[src/rtl/netctl_bringup_pkg.sv]
package netctl_bringup_pkg;

  typedef enum logic [3:0] {
    ST_IDLE,
    ST_BOOT,
    ST_CFG_RD,
    ST_CFG_WR,
    ST_MAC_DATA,
    ST_MAC_CMD,
    ST_FLUSH_RD,
    ST_BUSY_RD,
    ST_TX_EN,
    ST_DONE,
    ST_FAIL
  } step_e;

  localparam logic [31:0] REG_BOOT_TEST = 32'h0000_0064;
  localparam logic [31:0] REG_HW_CONFIG = 32'h0000_0074;
  localparam logic [31:0] REG_MAC_DATA  = 32'h0000_00A8;
  localparam logic [31:0] REG_MAC_CMD   = 32'h0000_00A4;
  localparam logic [31:0] REG_TX_CTRL   = 32'h0000_0070;

  localparam logic [31:0] BOOT_PATTERN  = 32'h8765_4321;
  localparam int          CFG_SET_BIT   = 20;
  localparam int          CFG_CLR_BIT   = 21;
  localparam int          CMD_BUSY_BIT  = 31;
  localparam logic [31:0] MAC_CTRL_IDX  = 32'd1;
  localparam logic [31:0] MAC_CTRL_VAL  = (32'd1 << 20) | (32'd1 << 18) | (32'd1 << 3) | (32'd1 << 2);
  localparam logic [31:0] TX_CTRL_VAL   = (32'd1 << 2) | (32'd1 << 1);

endpackage

[src/rtl/netctl_try_counter.sv]
module netctl_try_counter #(
  parameter int unsigned TRIES = 4
) (
  input  logic clk,
  input  logic rst,
  input  logic load,
  input  logic dec,
  output logic last
);
  localparam int CW = $clog2(TRIES + 1);

  logic [CW-1:0] cnt_q;

  always_ff @(posedge clk) begin
    if (rst)       cnt_q <= '0;
    else if (load) cnt_q <= CW'(TRIES);
    else if (dec)  cnt_q <= cnt_q - 1'b1;
  end

  assign last = (cnt_q == CW'(1));

  // a retry is only spent while more than one remains
  p_no_underflow_r3: assert property (@(posedge clk) disable iff (rst)
    dec |-> (cnt_q > CW'(1)));

endmodule

[src/rtl/netctl_step_table.sv]
module netctl_step_table
  import netctl_bringup_pkg::*;
#(
  parameter int ADDR_W = 16
) (
  input  step_e             step_i,
  input  logic [31:0]       cfg_raw,
  output logic [ADDR_W-1:0] addr_o,
  output logic              write_o,
  output logic [31:0]       wdata_o
);
  logic [31:0] addr32;
  logic [31:0] cfg_patched;

  always_comb begin
    cfg_patched = cfg_raw;
    cfg_patched[CFG_SET_BIT] = 1'b1;
    cfg_patched[CFG_CLR_BIT] = 1'b0;
  end

  always_comb begin
    addr32  = REG_BOOT_TEST;
    write_o = 1'b0;
    wdata_o = '0;
    case (step_i)
      ST_CFG_RD:   addr32 = REG_HW_CONFIG;
      ST_CFG_WR:   begin addr32 = REG_HW_CONFIG; write_o = 1'b1; wdata_o = cfg_patched; end
      ST_MAC_DATA: begin addr32 = REG_MAC_DATA;  write_o = 1'b1; wdata_o = MAC_CTRL_VAL; end
      ST_MAC_CMD:  begin addr32 = REG_MAC_CMD;   write_o = 1'b1;
                         wdata_o = (32'd1 << CMD_BUSY_BIT) | MAC_CTRL_IDX; end
      ST_BUSY_RD:  addr32 = REG_MAC_CMD;
      ST_TX_EN:    begin addr32 = REG_TX_CTRL;   write_o = 1'b1; wdata_o = TX_CTRL_VAL; end
      default:     addr32 = REG_BOOT_TEST;
    endcase
  end

  assign addr_o = addr32[ADDR_W-1:0];

endmodule

[src/rtl/netctl_bringup.sv]
module netctl_bringup
  import netctl_bringup_pkg::*;
#(
  parameter int          ADDR_W     = 16,
  parameter int unsigned BOOT_TRIES = 100000,
  parameter int unsigned BUSY_TRIES = 1000
) (
  input  logic              clk,
  input  logic              rst,
  output logic              req_valid,
  output logic              req_write,
  output logic [ADDR_W-1:0] req_addr,
  output logic [31:0]       req_wdata,
  input  logic              req_ready,
  input  logic              resp_valid,
  input  logic              resp_err,
  input  logic [31:0]       resp_rdata,
  output logic              init_done,
  output logic              init_error
);
  step_e step_q, step_nx;
  logic  wait_q;
  logic  fire;
  logic  boot_load, boot_dec, boot_last;
  logic  busy_load, busy_dec, busy_last;
  logic [ADDR_W-1:0] tbl_addr;
  logic              tbl_write;
  logic [31:0]       tbl_wdata;

  assign fire = (step_q == ST_IDLE) || (wait_q && resp_valid);

  always_comb begin
    step_nx  = step_q;
    boot_dec = 1'b0;
    busy_dec = 1'b0;
    case (step_q)
      ST_IDLE:     step_nx = ST_BOOT;
      ST_BOOT:
        if (resp_err)                       step_nx = ST_FAIL;
        else if (resp_rdata == BOOT_PATTERN) step_nx = ST_CFG_RD;
        else if (boot_last)                 step_nx = ST_FAIL;
        else begin step_nx = ST_BOOT; boot_dec = fire; end
      ST_CFG_RD:   step_nx = resp_err ? ST_FAIL : ST_CFG_WR;
      ST_CFG_WR:   step_nx = resp_err ? ST_FAIL : ST_MAC_DATA;
      ST_MAC_DATA: step_nx = resp_err ? ST_FAIL : ST_MAC_CMD;
      ST_MAC_CMD:  step_nx = resp_err ? ST_FAIL : ST_FLUSH_RD;
      ST_FLUSH_RD: step_nx = resp_err ? ST_FAIL : ST_BUSY_RD;
      ST_BUSY_RD:
        if (resp_err)                     step_nx = ST_FAIL;
        else if (!resp_rdata[CMD_BUSY_BIT]) step_nx = ST_TX_EN;
        else if (busy_last)               step_nx = ST_FAIL;
        else begin step_nx = ST_BUSY_RD; busy_dec = fire; end
      ST_TX_EN:    step_nx = resp_err ? ST_FAIL : ST_DONE;
      default:     step_nx = step_q;
    endcase
  end

  assign boot_load = (step_q == ST_IDLE);
  assign busy_load = fire && (step_q == ST_FLUSH_RD);

  netctl_try_counter #(.TRIES(BOOT_TRIES)) u_boot_cnt (
    .clk(clk), .rst(rst), .load(boot_load), .dec(boot_dec), .last(boot_last)
  );

  netctl_try_counter #(.TRIES(BUSY_TRIES)) u_busy_cnt (
    .clk(clk), .rst(rst), .load(busy_load), .dec(busy_dec), .last(busy_last)
  );

  netctl_step_table #(.ADDR_W(ADDR_W)) u_table (
    .step_i(step_nx), .cfg_raw(resp_rdata),
    .addr_o(tbl_addr), .write_o(tbl_write), .wdata_o(tbl_wdata)
  );

  always_ff @(posedge clk) begin
    if (rst) begin
      step_q     <= ST_IDLE;
      wait_q     <= 1'b0;
      req_valid  <= 1'b0;
      req_write  <= 1'b0;
      req_addr   <= '0;
      req_wdata  <= '0;
      init_done  <= 1'b0;
      init_error <= 1'b0;
    end else if (req_valid && req_ready) begin
      req_valid <= 1'b0;
      wait_q    <= 1'b1;
    end else if (fire) begin
      wait_q <= 1'b0;
      step_q <= step_nx;
      if (step_nx == ST_DONE)      init_done  <= 1'b1;
      else if (step_nx == ST_FAIL) init_error <= 1'b1;
      else begin
        req_valid <= 1'b1;
        req_write <= tbl_write;
        req_addr  <= tbl_addr;
        req_wdata <= tbl_wdata;
      end
    end
  end

  // request held steady until accepted
  p_hold_r11: assert property (@(posedge clk) disable iff (rst)
    (req_valid && !req_ready) |=> (req_valid && $stable(req_addr) && $stable(req_write) && $stable(req_wdata)));

  // outcomes exclusive and sticky
  p_excl_r12: assert property (@(posedge clk) disable iff (rst)
    !(init_done && init_error));
  p_sticky_r12: assert property (@(posedge clk) disable iff (rst)
    (init_done || init_error) |=> (init_done || init_error) && !req_valid);

  // no traffic once the run has ended
  p_quiet_r10: assert property (@(posedge clk) disable iff (rst)
    (init_done || init_error) |-> !req_valid);

  // configuration write-back carries the forced bits
  p_cfg_bits_r5: assert property (@(posedge clk) disable iff (rst)
    (req_valid && req_write && req_addr == REG_HW_CONFIG[ADDR_W-1:0])
      |-> (req_wdata[CFG_SET_BIT] && !req_wdata[CFG_CLR_BIT]));

  // done follows a clean response to the transmit-enable write
  p_done_cause_r9: assert property (@(posedge clk) disable iff (rst)
    $rose(init_done) |-> $past(resp_valid && !resp_err && req_write &&
                               req_addr == REG_TX_CTRL[ADDR_W-1:0]));

endmodule

[config.mk]
export PLATFORM = sky130hd
export DESIGN_NAME = netctl_bringup
export DESIGN_NICKNAME = d
export VERILOG_FILES = /design/src/rtl/netctl_bringup_pkg.sv /design/src/rtl/netctl_try_counter.sv /design/src/rtl/netctl_step_table.sv /design/src/rtl/netctl_bringup.sv
export SDC_FILE = /design/constraint.sdc
export NUM_CORES = 1
export LEC_CHECK = 0
export ABC_AREA = 1
export BUFFER_PORTS_ARGS = -buffer_cell sky130_fd_sc_hd__buf_2
export CORE_MARGIN = 1
export CORE_UTILIZATION = 55
export CTS_CLUSTER_SIZE = 10
export DETAILED_ROUTE_END_ITERATION = 8
export GPL_ROUTABILITY_DRIVEN = 0
export GPL_TIMING_DRIVEN = 1
export HOLD_SLACK_MARGIN = 0.08
export PLACE_DENSITY = 0.79
export SLEW_MARGIN = 5
export SYNTH_ARGS = -nofsm -noshare
export SYNTH_HDL_FRONTEND = slang
export SYNTH_SLANG_ARGS = --single-unit
export TNS_END_PERCENT = 50
[constraint.sdc]
create_clock -name clk -period 2.3 [get_ports clk]
set_input_delay 0.23 -clock clk [delete_from_list [all_inputs] [get_ports clk]]
set_output_delay 0.23 -clock clk [all_outputs]
set_load 0.02 [all_outputs]
Word level (Yosys, flattened, before mapping)
Index checks and enable logic that the tools add are counted.

Flip-flop bits (word level): 84. Bits of input ports: 37. Output and inout bits: 52.

Add/subtract/negate cells: 2. Eq/ne operators: 19. Multiplexer cells: 30. Bitwise operators: 3. Reductions and logical operators: 19.

Operator list (count): case mux 32 bit (4 select lines) (1); 2-to-1 mux 4 bit (11); case mux 4 bit (9 select lines) (1); 2-to-1 mux 17 bit (2); == test 32 bit, second input constant (1); case mux 8 bit (4 select lines) (1); == test 4 x 3 -> 1 bit, second input constant (7); 2-to-1 mux 10 bit (2); == test 17 x 1 -> 1 bit, second input constant (1); subtractor 17 x 1 -> 17 bit, second input constant (1); == test 4 x 2 -> 1 bit, second input constant (4); == test 4 bit, second input constant (4); 2-to-1 mux 1 bit (11); == test 10 x 1 -> 1 bit, second input constant (1); OR reduction 2 bit (5); subtractor 10 x 1 -> 10 bit, second input constant (1); AND reduction 4 bit (2); AND reduction 3 bit (2); nonzero test 2 bit (3); == test 4 x 1 -> 1 bit, second input constant (1); logical NOT 4 bit (1); OR reduction 4 bit (1); logical AND 1 bit (3); NOT 1 bit (3); other kinds (3) (3).

Depth between registers and ports, before layout
Gate-level depths: netlist of the first run.

Depth in word-level cells: 8. Gate-level depth with buffers: 19. Gate-level depth less buffers: 18.

Modules after synthesis
From an unflattened synthesis of the first run, not the netlist that was laid out.

Cells, all modules: 917. Area total of the unflattened synthesis: 5495.3 um2.

By module, submodules not included: netctl_bringup (times used 1, cells an instance 604, area each 3425.8 um2, seq. area each 1141.1 um2); netctl_try_counter at u_boot_cnt (times used 1, cells an instance 134, area each 910.9 um2, seq. area each 340.3 um2); netctl_step_table (times used 1, cells an instance 102, area each 639.4 um2, seq. area each 0.0 um2); netctl_try_counter at u_busy_cnt (times used 1, cells an instance 77, area each 519.2 um2, seq. area each 200.2 um2).

Worst setup path before layout of the first run
Ideal clock, no wire load.

Path type: register to register. Start point: reg u_boot_cnt.cnt_q[0]. End point: reg req_addr[5]. Library setup time: 0.128 ns. Arrival: 1.846 ns. Data required time: 2.172 ns. Path slack: 0.327 ns. Stages on the path, launching flop included: 19. Buffers on the path: 2. Clock period less this slack: 1.973 ns. Cell sequence: dfxtp_1 > ha_1 > inv_1 > nor2_1 > nand2_1 > nor2_1 > nand2_1 > a21oi_1 > nand2_1 > nand2_1 > nand2_2 > nor2_4 > nand2_4 > nand2_2 > nor2_4 > buf_6 > buf_8 > nor2_1 > nor2_1.

Cells in the longest elaborated chain, start to end: 8.

RTL lines: from (decl) (line netctl_try_counter.sv:12) `logic [CW-1:0] cnt_q;`; from (signal assigned) (line netctl_try_counter.sv:16) `else if (load) cnt_q <= CW'(TRIES);`; from (signal assigned) (line netctl_try_counter.sv:17) `else if (dec) cnt_q <= cnt_q - 1'b1;`; == test 17 x 1 -> 1 bit * (line netctl_try_counter.sv:20) `assign last = (cnt_q == CW'(1));`; 2-to-1 mux 4 bit * (line netctl_bringup.sv:41) `else if (boot_last) step_nx = ST_FAIL;`; 2-to-1 mux 4 bit * (line netctl_bringup.sv:40) `else if (resp_rdata == BOOT_PATTERN) step_nx = ST_CFG_RD;`; 2-to-1 mux 4 bit * (line netctl_bringup.sv:39) `if (resp_err) step_nx = ST_FAIL;`; case mux 4 bit (9 select lines) * (line netctl_bringup.sv:36) `case (step_q)`; == test 4 bit (on tied branches) (line netctl_bringup.sv:91, netctl_bringup.sv:90); NOT 1 bit (no source line); AND reduction 4 bit (no source line) *; to (signal assigned) (line netctl_bringup.sv:95) `req_addr <= tbl_addr;`; to (decl) (line netctl_bringup.sv:12) `output logic [ADDR_W-1:0] req_addr,`.

Mark *: on every way between the ends. The rest lies on a longest branch, timed or not. A chain may end at the register's enable or synchronous reset.

Worst setup path in the final report of the first run
Start point: reg step_q[0]. End point: reg req_wdata[14].

Cells in the longest elaborated chain, start to end: 5.

RTL lines: from (decl) (line netctl_bringup.sv:21) `step_e step_q, step_nx;`; from (signal assigned) (line netctl_bringup.sv:89) `step_q <= step_nx;`; == test 4 bit, or another cell as far along (line netctl_bringup.sv:36); case mux 4 bit (9 select lines) (line netctl_bringup.sv:36); == test 4 bit (on tied branches) (line netctl_bringup.sv:91, netctl_bringup.sv:90); NOT 1 bit (no source line); AND reduction 4 bit (no source line); to (signal assigned) (line netctl_bringup.sv:96) `req_wdata <= tbl_wdata;`; to (decl) (line netctl_bringup.sv:13) `output logic [31:0] req_wdata,`.

Parallel ways exist; a longest one is shown, timed or not.

==> impl_metrics.ini, run 1 <==
[grt]
track_usage_pct = 25.7
grt_pass1_wl_um = 15500
gr-total-overflow = 0
grt_max_degree = 60
grt_pass1_vias = 3633
grt_antenna_before_repair = 0

[timing]
worstMarginPinSlew_ns = 0.671
final.period_utilization_pct = 97.5
fin_skew_ns = 0.0126
rsz0062_at_grt = yes
setup_viol_count_final = 0
max_freq_mhz = 446
finalSetupTns_ns = 0
min_period_ns = 2.24
hold_viol = 0
drv_slew = 0
slew_headroom_pct = 55.2

[logic_synthesis]
yosysWarnings = 0
synth_commonest_cells = nand2_1, nor2_1, dfxtp_1
syn_area_sq_um = 4020
ys_top_cells_by_area = dfxtp_1, nand2_1, nor2_1
synth_edf_count = 0
synth_cell_type_count = 38
async_flop_share_pct = 0
synth.ff_latch_count = 73
synth_area_per_cell_sq_um = 6.28
yosys.area.top_type = dfxtp_1
synth_seq_area_share_pct = 36.4
syn_inst = 640
synthFlopType = dfxtp_1
synth_top_area_share_pct = 36.4
yosysMostFrequentCell = nand2_1

[clocking]
htree_levels = 3
cts-root-buf = clkbuf_8
cts_buffers = 9
clkSlewWorstSetupHoldPaths_ns = 0.09
cts_tree = done
clock_latency_ns = 0.37
hold_buffers = 0
cts.sinks = 73
clockBufferDepth = 2

[drt]
wl_per_cell_um = 12.8
ant_nets = 0
vias_per_cell = 5.11
firstDrtPassIters = 5
routed_wirelength_um = 10700
num_vias = 4245
drc = 0
dr.first_iter.drc_count = 232

[finish]
num_antenna_cells = 0
nNetsFinal = 770
area_growth_pct = 23.6
fin_cells = 830
layout-drive-gt1-share_pct = 24.4

[pwr]
peakVddDrop_mv = 0.667
p_per_area_nw_per_um2 = 1610
p_leak_nw = 2.52

[place]
post-dp-hpwl_um = 6920
portBuffers = 77
placedCellCount = 803

[floorplan]
coreArea_sq_um = 6910
io_pins = 89
dieArea_sq_um = 7650
num_rows = 30
start_util_pct = 58.2
fp.dieW_um = 87.5
fp.dieH_um = 87.5

[worst_setup_path]
setup.worst_path.class = flip-flop to flip-flop
cp.required_ns = 2.57
crit_top_cell = nor2_1
crit_fanout = 15
slowest_delay_ns = 0.39
cpMaxStageDelayCell = dfxtp_1
r2r_cells = 16
cp.arrival_ns = 2.51
crit_path_start_kind = flip-flop
cp_cell_sequence = nor2_1 -> nand2_1 -> inv_1 -> nor2_1 -> a21oi_1 -> nand2_1 -> nand2_1 -> nand2_4 -> nor2_4 -> nand2_2 -> nand2_2 -> nor2_4 -> buf_12 -> clkbuf_16 -> nor2_1 -> nor2_1
end_kind = flip-flop

[worst_hold_path]
worstHoldPathCells = 4
holdCritPathClass = primary input to flip-flop

[job]
drv_cap = 0

[run_status]
outcome = complete, no violations
==> state kept, by name, summed over array words and instances (netlist names) <==
name / flops
req_valid: 1
wait_q: 1
req_addr: 6
u_busy_cnt.cnt_q: 10
init_error: 1
step_q: 4
req_wdata: 31
u_boot_cnt.cnt_q: 17
req_write: 1
init_done: 1
==> cell families after synthesis <==
group | count (synthesis) | synth area share, %
and+or+nand+nor | 392 | 40.7
buffers and inverters | 97 | 10.8
DFF | 73 | 36.4
AOI/OAI and AO/OA | 62 | 8.35
xor gates and xnor gates | 11 | 2.40
adders and majority gates | 4 | 1.25
other | 1 | 0.0933
==> critical path: cells and delay by family (launching register included) <==
family / cells / cell delay (ns)
AND/OR/NAND/NOR: 12 / 1.21
buffers and inverters: 3 / 0.42
flip-flops: 1 / 0.39
AO/OA/AOI/OAI: 1 / 0.12
==> metrics by stage <==
step / cell area [sq um] / setup WS (ns) / util (%) / total power [W] / hold WS [ns]
3_3_place_gp: 4470 / 0.0822 / 64.7 / 0.00554 / 0.439
5_1_grt: 4970 / -0.0505 / 71.9 / 0.00857 / 0.178
3_5_place_dp: 4470 / 0.0605 / 64.7 / 0.00564 / 0.451
4_1_cts: 4690 / 0.00340 / 67.9 / 0.00682 / 0.182
2_1_floorplan: 4060 / 0.327 / - / 0.00484 / 0.399
6_report: 4970 / 0.0583 / 71.9 / 0.00798 / 0.164
==> layout make-up <==
| class | instances | area, sq um |
|---|---|---|
| well taps | 96 | 120 |
| flip-flops and latches | 73 | 1470 |
| fillers | 596 | 1940 |
| clock inverters | 7 | 100 |
| repair buffers | 98 | 628 |
| inverters | 67 | 251 |
| multi-input cells | 480 | 2270 |
| clock buffers | 9 | 124 |
==> routing by layer <==
layer | up-vias | track usage (%) | wire (um)
li1 | 2128 | - | -
met1 | 1928 | 31.4 | 4700
met2 | 160 | 44.6 | 5060
met3 | 29 | 5.50 | 628
met4 | 0 | 8.94 | 271
met5 | - | 0 | 0
==> placed cells by master, fill, tap and decap left out, drive strengths merged <==
| cell | Yosys | layout |
|---|---|---|
| conb | 1 | 11 |
| buf | 21 | 95 |
| o21a | 1 | 1 |
| o22ai | 3 | 3 |
| nor2 | 138 | 138 |
| clkbuf | 9 | 12 |
| nand4 | 3 | 3 |
| a31oi | 5 | 5 |
| nand2 | 210 | 210 |
| inv | 66 | 69 |
| nor3 | 8 | 8 |
| bufinv | 0 | 2 |
| dfxtp | 73 | 73 |
| a21oi | 36 | 36 |
| clkinv | 1 | 3 |
| nand3 | 24 | 24 |
| a211oi | 1 | 1 |
| xor2 | 9 | 9 |
| o31ai | 1 | 1 |
| ha | 4 | 4 |
| xnor2 | 2 | 2 |
| nor4 | 4 | 4 |
| or2 | 2 | 2 |
| nor4b | 1 | 1 |
| and2 | 2 | 2 |
| o21ai | 15 | 15 |
==> timing repair <==
| item | 4_1_cts | 5_1_grt |
|---|---|---|
| resized for setup | 0 | 38 |
| endpoints found under the setup margin | 0 | 52 |
| buffers inserted | 0 | 7 |
==> where the power goes <==
| part | internal [W] | switching [W] | total (W) |
|---|---|---|---|
| combinational | 0.00194 | 0.00303 | 0.00497 |
| clock | 0.000622 | 0.000556 | 0.00118 |
| sequential | 0.00159 | 0.000237 | 0.00183 |
| total | 0.00415 | 0.00382 | 0.00798 |
==> path summary, 6_finish.rpt <==
path | start | end | slack [ns]
setup / recovery | step_q[0]$_SDFFE_PP0P_ | req_wdata[14]$_SDFFE_PP0P_ | 0.06
hold / removal | req_ready | req_valid$_SDFFE_PP0P_ | 0.16
setup reg to reg | step_q[0]$_SDFFE_PP0P_ | req_wdata[14]$_SDFFE_PP0P_ | 0.06
hold reg to reg | init_error$_SDFFE_PP0P_ | init_error$_SDFFE_PP0P_ | 0.47
Power figures use the tool's default switching activity.
==> inputs of run 2 (changes only) <==
--- a/config.mk
+++ b/config.mk
@@ -8,15 +8,16 @@
 export ABC_AREA = 1
 export BUFFER_PORTS_ARGS = -buffer_cell sky130_fd_sc_hd__buf_2
 export CORE_MARGIN = 1
-export CORE_UTILIZATION = 55
+export CORE_UTILIZATION = 40
 export CTS_CLUSTER_SIZE = 10
 export DETAILED_ROUTE_END_ITERATION = 8
 export GPL_ROUTABILITY_DRIVEN = 0
 export GPL_TIMING_DRIVEN = 1
 export HOLD_SLACK_MARGIN = 0.08
-export PLACE_DENSITY = 0.79
+export PLACE_DENSITY = 0.58
 export SLEW_MARGIN = 5
 export SYNTH_ARGS = -nofsm -noshare
 export SYNTH_HDL_FRONTEND = slang
+export SYNTH_HIERARCHICAL = 1
 export SYNTH_SLANG_ARGS = --single-unit
 export TNS_END_PERCENT = 50
==> run 2 against run 1 <==
- the flow now finishes with violations (setup timing)
- global-route usage is 5.6 points lower
- die area is 86% higher
- via count is 27% higher
- sequential power is 17% higher
- utilization is 18 points lower
- critical path depth is 1 lower
- setup slack worse by 0.10 ns
- highest routed layer unchanged
==> impl_metrics.ini, run 2 <==
[logic_synthesis]
yosysMostFrequentCell = inv_1
synth_seq_area_share_pct = 30.6
ys_top_cells_by_area = dfxtp_1, inv_1, nand2_1
synthFlopType = dfxtp_1
synth.ff_latch_count = 84
synth_cell_type_count = 36
syn_inst = 917
syn_area_sq_um = 5500
synth_top_area_share_pct = 30.6
synth_area_per_cell_sq_um = 5.99
yosysWarnings = 6
synth_commonest_cells = inv_1, nand2_1, nor2_1
synth_edf_count = 0
yosys.area.top_type = dfxtp_1
async_flop_share_pct = 0

[worst_setup_path]
setup.worst_path.class = flip-flop to flip-flop
end_kind = flip-flop
crit_fanout = 14
cp.required_ns = 2.54
crit_path_start_kind = flip-flop
cp.arrival_ns = 2.59

[clocking]
htree_levels = 3
cts_buffers = 9
clockBufferDepth = 2
hold_buffers = 0
clkSlewWorstSetupHoldPaths_ns = 0.06
cts.sinks = 84
clock_latency_ns = 0.35
cts_tree = done
cts-root-buf = clkbuf_16

[timing]
final.period_utilization_pct = 102
worst_slack_ns = -0.0440
setup_viol_count_final = 39
rsz0062_at_grt = yes
hold_viol = 0
drv_slew = 0
max_freq_mhz = 427
fin_skew_ns = 0.00794
min_period_ns = 2.34

[pwr]
pwr-share-comb_pct = 69.0
p_sw_share_pct = 47.5
peakVddDrop_mv = 0.869
p_seq_share_pct = 17.2
p_per_area_nw_per_um2 = 1730
p_sw_w = 0.00590
internal_power_w = 0.00651
clock_power_share_pct = 13.7
p_leak_nw = 3.91
p_total_w = 0.0124

[finish]
largest_registers = req_wdata (32), u_boot_cnt/cnt_q (17), req_addr (16)
layout-drive-gt1-share_pct = 24.3
final_core_util_pct = 53.9
most-common-layout-cells = inv_1, nand2_1, nor2_1
layout_commonest_cell = inv_1
area_growth_pct = 30.4
fillers = 1379
nNetsFinal = 1099
top_register = req_wdata
num_antenna_cells = 0
largest_reg_flops = 32

[drt]
dr.first_iter.drc_count = 378
routed_wirelength_um = 13800
ant_nets = 0
top_layer = met4
num_vias = 5384
drt-met1-wl_um = 6910
drc = 0
met2_length_um = 6100
firstDrtPassIters = 6
vias_per_cell = 4.35
wl_met3_um = 606
wl_per_cell_um = 11.2

[floorplan]
dieArea_sq_um = 14200
fp.dieW_um = 119
num_rows = 42
fp.dieH_um = 119
coreArea_sq_um = 13300
start_util_pct = 41.3
io_pins = 89

[grt]
grt_pass1_wl_um = 23000
grt_antenna_before_repair = 0
grt_max_degree = 53
track_usage_pct = 20.1
grt_pass1_vias = 4847
gr-total-overflow = 0

[worst_hold_path]
holdCritPathClass = primary input to flip-flop

[place]
post-dp-hpwl_um = 9550
portBuffers = 88

[run_status]
outcome = complete, but fails checks
violations = setup timing

[job]
drv_cap = 0
[run 2: power by group through the flow]
stage                     clock network (W)  registers [W]  logic [W]
after floorplan                           0        0.00245    0.00507
after global placement                    0        0.00215    0.00752
after detailed placement                  0        0.00215    0.00754
after CTS                           0.00174        0.00212    0.00765
after global routing                0.00180        0.00218    0.00961
final                               0.00170        0.00214    0.00857
[run 2: final timing paths]
check                                                   to  depth (start not counted)  slack [ns]                        startpoint
worst min register to register      req_valid$_SDFFE_PP0P_                          2        0.49            req_valid$_SDFFE_PP0P_
worst max-delay path            req_wdata[28]$_SDFFE_PP0P_                         15       -0.04  u_boot_cnt/cnt_q[8]$_SDFFE_PP0P_
worst max register to register  req_wdata[28]$_SDFFE_PP0P_                         15       -0.04  u_boot_cnt/cnt_q[8]$_SDFFE_PP0P_
worst min-delay path                req_valid$_SDFFE_PP0P_                          4        0.22                         req_ready
[run 2: critical path, stage by stage (launching register included)]
cell	delay [ns]
dfxtp_2	0.32
nor2_2	0.16
nand2_2	0.12
nor4_4	0.27
buf_4	0.16
nand2_1	0.07
nor2_2	0.13
nor2_4	0.05
buf_4	0.13
nor2_4	0.14
nand3_4	0.14
nand3_4	0.20
clkbuf_16	0.21
nand2_1	0.05
inv_1	0.05
nor2_1	0.04
[run 2: cells by family (layout without fill, tap and decap cells)]
| kind of cell | after synthesis | count (layout) | share of synthesized area [%] |
|---|---|---|---|
| fa+ha+maj | 4 | 4 | 0.911 |
| buf+inv | 299 | 434 | 22.4 |
| xor+xnor | 1 | 1 | 0.159 |
| simple gates | 473 | 473 | 40.5 |
| other cells | 2 | 12 | 0.137 |
| flops | 84 | 84 | 30.6 |
| compound gates | 54 | 54 | 5.28 |
[run 2: metal layers]
layer	vias up	track usage (%)
met4	0	7.44
met2	101	31.7
met5	-	0
met3	16	2.97
met1	2304	27.5
li1	2963	-
[run 2: what timing repair did]
item	CTS	global route
pin swaps	1	24
setup buffers	0	5
endpoints found under the setup margin	50	66
gates resized for setup	8	45
gates cloned	0	3
[run 2: layout make-up]
class	instances	area (sq um)	share of cell area [%]
Multi-Input combinational cell	544	2780	38.8
Sequential cell	84	1690	23.6
Timing Repair Buffer	160	1160	16.2
Inverter	259	977	13.6
Clock buffer	11	243	3.39
Tap cell	176	220	3.07
Clock inverter	4	97.6	1.36
[run 2: per-stage QoR]
step | setup TNS (ns) | setup WS (ns) | cell area [sq um] | std cells | hold WS [ns]
2_1_floorplan | 0 | 0.114 | 5530 | 927 | 0.299
3_3_place_gp | 0 | 0.0176 | 6520 | 1215 | 0.485
3_5_place_dp | -0.805 | -0.0547 | 6520 | 1215 | 0.484
4_1_cts | -0.0581 | -0.0248 | 6890 | 1230 | 0.214
5_1_grt | -7.17 | -0.174 | 7160 | 1238 | 0.248
6_report | -0.871 | -0.0440 | 7160 | 1238 | 0.217
==> inputs of run 3 (changes only) <==
--- a/config.mk
+++ b/config.mk
@@ -5,7 +5,7 @@
 export SDC_FILE = /design/constraint.sdc
 export NUM_CORES = 1
 export LEC_CHECK = 0
-export ABC_AREA = 1
+export ABC_AREA = 0
 export BUFFER_PORTS_ARGS = -buffer_cell sky130_fd_sc_hd__buf_2
 export CORE_MARGIN = 1
 export CORE_UTILIZATION = 40
@@ -14,7 +14,7 @@
 export GPL_ROUTABILITY_DRIVEN = 0
 export GPL_TIMING_DRIVEN = 1
 export HOLD_SLACK_MARGIN = 0.08
-export PLACE_DENSITY = 0.58
+export PLACE_DENSITY = 0.59
 export SLEW_MARGIN = 5
 export SYNTH_ARGS = -nofsm -noshare
 export SYNTH_HDL_FRONTEND = slang
==> run 3 against run 2 <==
- the run ends with DRC, setup timing left
- global-route usage grew 1.0 points
- first-iteration DRC count shrank 47%
- utilization grew 5.3 points
- critical path type unchanged
- highest routed layer is now met5
- routed wire length shrank 7.8%
- flip-flop and latch count is the same
- total power shrank 19%
- setup slack lost 0.14 ns
- largest power group unchanged
- sequential share of layout area grew 1.2 points
- final area shrank 4.4%
==> impl_metrics.ini, run 3 <==
[clocking]
clkSlewWorstSetupHoldPaths_ns = 0.06
cts-root-buf = clkbuf_16
hold_buffers = 0
cts_tree = done
cts_buffers = 9
cts.sinks = 84
htree_levels = 3
clockBufferDepth = 2
clock_latency_ns = 0.34

[finish]
largest_reg_flops = 32
fillers = 1001
num_antenna_cells = 0
largest_registers = req_wdata (32), u_boot_cnt/cnt_q (17), req_addr (16)
layout_commonest_cell = nand2b_1
area_growth_pct = 42.7
top_register = req_wdata
most-common-layout-cells = nand2b_1, buf_2, buf_4
layout-drive-gt1-share_pct = 40.3
nNetsFinal = 740

[worst_setup_path]
setup.worst_path.class = flip-flop to flip-flop
slowest_delay_ns = 0.42
cp_cell_sequence = inv_2 -> ha_4 -> and4b_1 -> or3b_4 -> nor3b_4 -> nor3_4 -> nand2b_4 -> o211ai_4 -> clkbuf_16 -> buf_16 -> mux2i_1
r2r_slack_ns = -0.19
crit_fanout = 7
end_kind = flip-flop
cp.arrival_ns = 2.76
r2r_cells = 11
r2r-end = req_wdata[15]$_SDFFE_PP0P_
cp.required_ns = 2.57
crit_path_start_kind = flip-flop
r2r_start = u_busy_cnt/cnt_q[1]$_SDFFE_PP0P_
cpMaxStageDelayCell = or3b_4

[logic_synthesis]
synth_commonest_cells = nand2b_1, dfxtp_1, mux2i_1
synth_cell_type_count = 67
synth.ff_latch_count = 84
syn_area_sq_um = 4800
yosysWarnings = 6
synth_top_area_share_pct = 35.0
yosys.area.top_type = dfxtp_1
synth_area_per_cell_sq_um = 9.14
async_flop_share_pct = 0
yosysMostFrequentCell = nand2b_1
synth_seq_area_share_pct = 35.0
syn_inst = 525
synthFlopType = dfxtp_1
ys_top_cells_by_area = dfxtp_1, nand2b_1, mux2i_1
synth_edf_count = 0

[worst_hold_path]
holdPathEnd = wait_q$_SDFFE_PP0P_
min-delay-start = req_ready
worstHoldPathCells = 3
holdCritPathClass = primary input to flip-flop

[drt]
routed_wirelength_um = 12800
drc = 10
firstDrtPassIters = 7
wl_per_cell_um = 15.1
num_vias = 4264
vias_per_cell = 5.03
ant_nets = 0
dr.first_iter.drc_count = 200

[floorplan]
start_util_pct = 41.5
io_pins = 89
num_rows = 39
coreArea_sq_um = 11600
fp.dieW_um = 112
fp.dieH_um = 112
dieArea_sq_um = 12400

[pwr]
peakVddDrop_mv = 0.891
p_per_area_nw_per_um2 = 1460
p_total_w = 0.0100
p_leak_nw = 2.96

[job]
drv_cap = 0

[timing]
finalSetupTns_ns = -6.71
min_period_ns = 2.49
worst_slack_ns = -0.189
slew_headroom_pct = 55.8
hold_viol = 0
rsz0062_at_grt = yes
final.period_utilization_pct = 108
drv_slew = 0
fin_skew_ns = 0.00864
worstMarginPinSlew_ns = 0.664
hold_slack_ns = 0.182
max_freq_mhz = 402
setup_viol_count_final = 53

[grt]
gr-total-overflow = 0
grt_antenna_before_repair = 2
track_usage_pct = 21.1
grt_pass1_wl_um = 20900
grt_pass1_vias = 4264
grt_max_degree = 45

[run_status]
violations = DRC, setup timing
outcome = complete, but fails checks

[place]
post-dp-hpwl_um = 8440
portBuffers = 88
[run 3: layout make-up]
cell class,instances,area [sq um],share of cell area (%)
multi-input cells,398,3200,46.7
repair buffers,195,1440,21.1
well taps,143,179,2.61
clock buffers,12,246,3.60
inverters,11,41.3,0.603
clock inverters,4,48.8,0.713
flip-flops and latches,84,1690,24.7
[run 3: kinds of logic after synthesis]
family / after synthesis / share of synthesized area (%)
fa+ha+maj: 4 / 1.04
other cells: 2 / 0.157
buf+inv: 56 / 6.70
mux: 51 / 10.6
compound gates: 59 / 8.53
xor+xnor: 17 / 3.10
flops: 84 / 35.0
simple gates: 252 / 34.8
[run 3: how the worst max path moves through the flow]
| stage | startpoint | end | slack [ns] | depth (start not counted) |
|---|---|---|---|---|
| after global placement | u_busy_cnt/cnt_q[1]$_SDFFE_PP0P_ | req_wdata[2]$_SDFFE_PP0P_ | -0.16 | 11 |
| after CTS | u_busy_cnt/cnt_q[7]$_SDFFE_PP0P_ | req_addr[4]$_SDFFE_PP0P_ | -0.15 | 13 |
| final | u_busy_cnt/cnt_q[1]$_SDFFE_PP0P_ | req_wdata[15]$_SDFFE_PP0P_ | -0.19 | 11 |
| after global routing | u_busy_cnt/cnt_q[8]$_SDFFE_PP0P_ | req_wdata[30]$_SDFFE_PP0P_ | -0.30 | 12 |
| after detailed placement | u_busy_cnt/cnt_q[8]$_SDFFE_PP0P_ | req_wdata[0]$_SDFFE_PP0P_ | -0.26 | 11 |
| after floorplan | u_boot_cnt/cnt_q[1]$_SDFFE_PP0P_ | u_boot_cnt/cnt_q[13]$_SDFFE_PP0P_ | -0.11 | 11 |
[run 3: power by group]
group	switching [W]	total [W]	internal, W
registers	0.000240	0.00206	0.00182
clock network	0.000576	0.00145	0.000870
logic	0.00301	0.00650	0.00349
[run 3: timing repair]
action                     in CTS  in global routing
pin swaps                      19                 17
resized for setup              39                 28
setup buffers                   8                  2
gates cloned                    5                  3
setup endpoints to repair      67                 72
[run 3: per-layer routing]
layer	track usage [%]	wire length, um	part of all wire [%]	vias to the layer above
met1	25.1	5590	44	2010
met2	36.6	6340	50	77
met3	6.42	647	5.1	15
li1	-	-	-	2160
met4	5.86	165	1.3	2
met5	0	10	0.078	-
[run 3: through the flow]
step / instance area [sq um] / setup WS (ns) / std cells / util, %
final: 6850 / -0.189 / 847 / 59.2
after detailed placement: 6020 / -0.261 / 815 / 52.1
after global placement: 6020 / -0.159 / 815 / 52.1
after global routing: 6850 / -0.304 / 847 / 59.2
after floorplan: 4900 / -0.115 / 535 / -
after CTS: 6650 / -0.149 / 843 / 57.5
[run 3: worst max-delay path: cells and delay by family (launching register included)]
| family | cells | cell delay, ns |
|---|---|---|
| DFF | 1 | 0.33 |
| buffers and inverters | 3 | 0.40 |
| adders and majority gates | 1 | 0.14 |
| muxes | 1 | 0.19 |
| AOI/OAI and AO/OA | 1 | 0.24 |
| and+or+nand+nor | 5 | 1.11 |
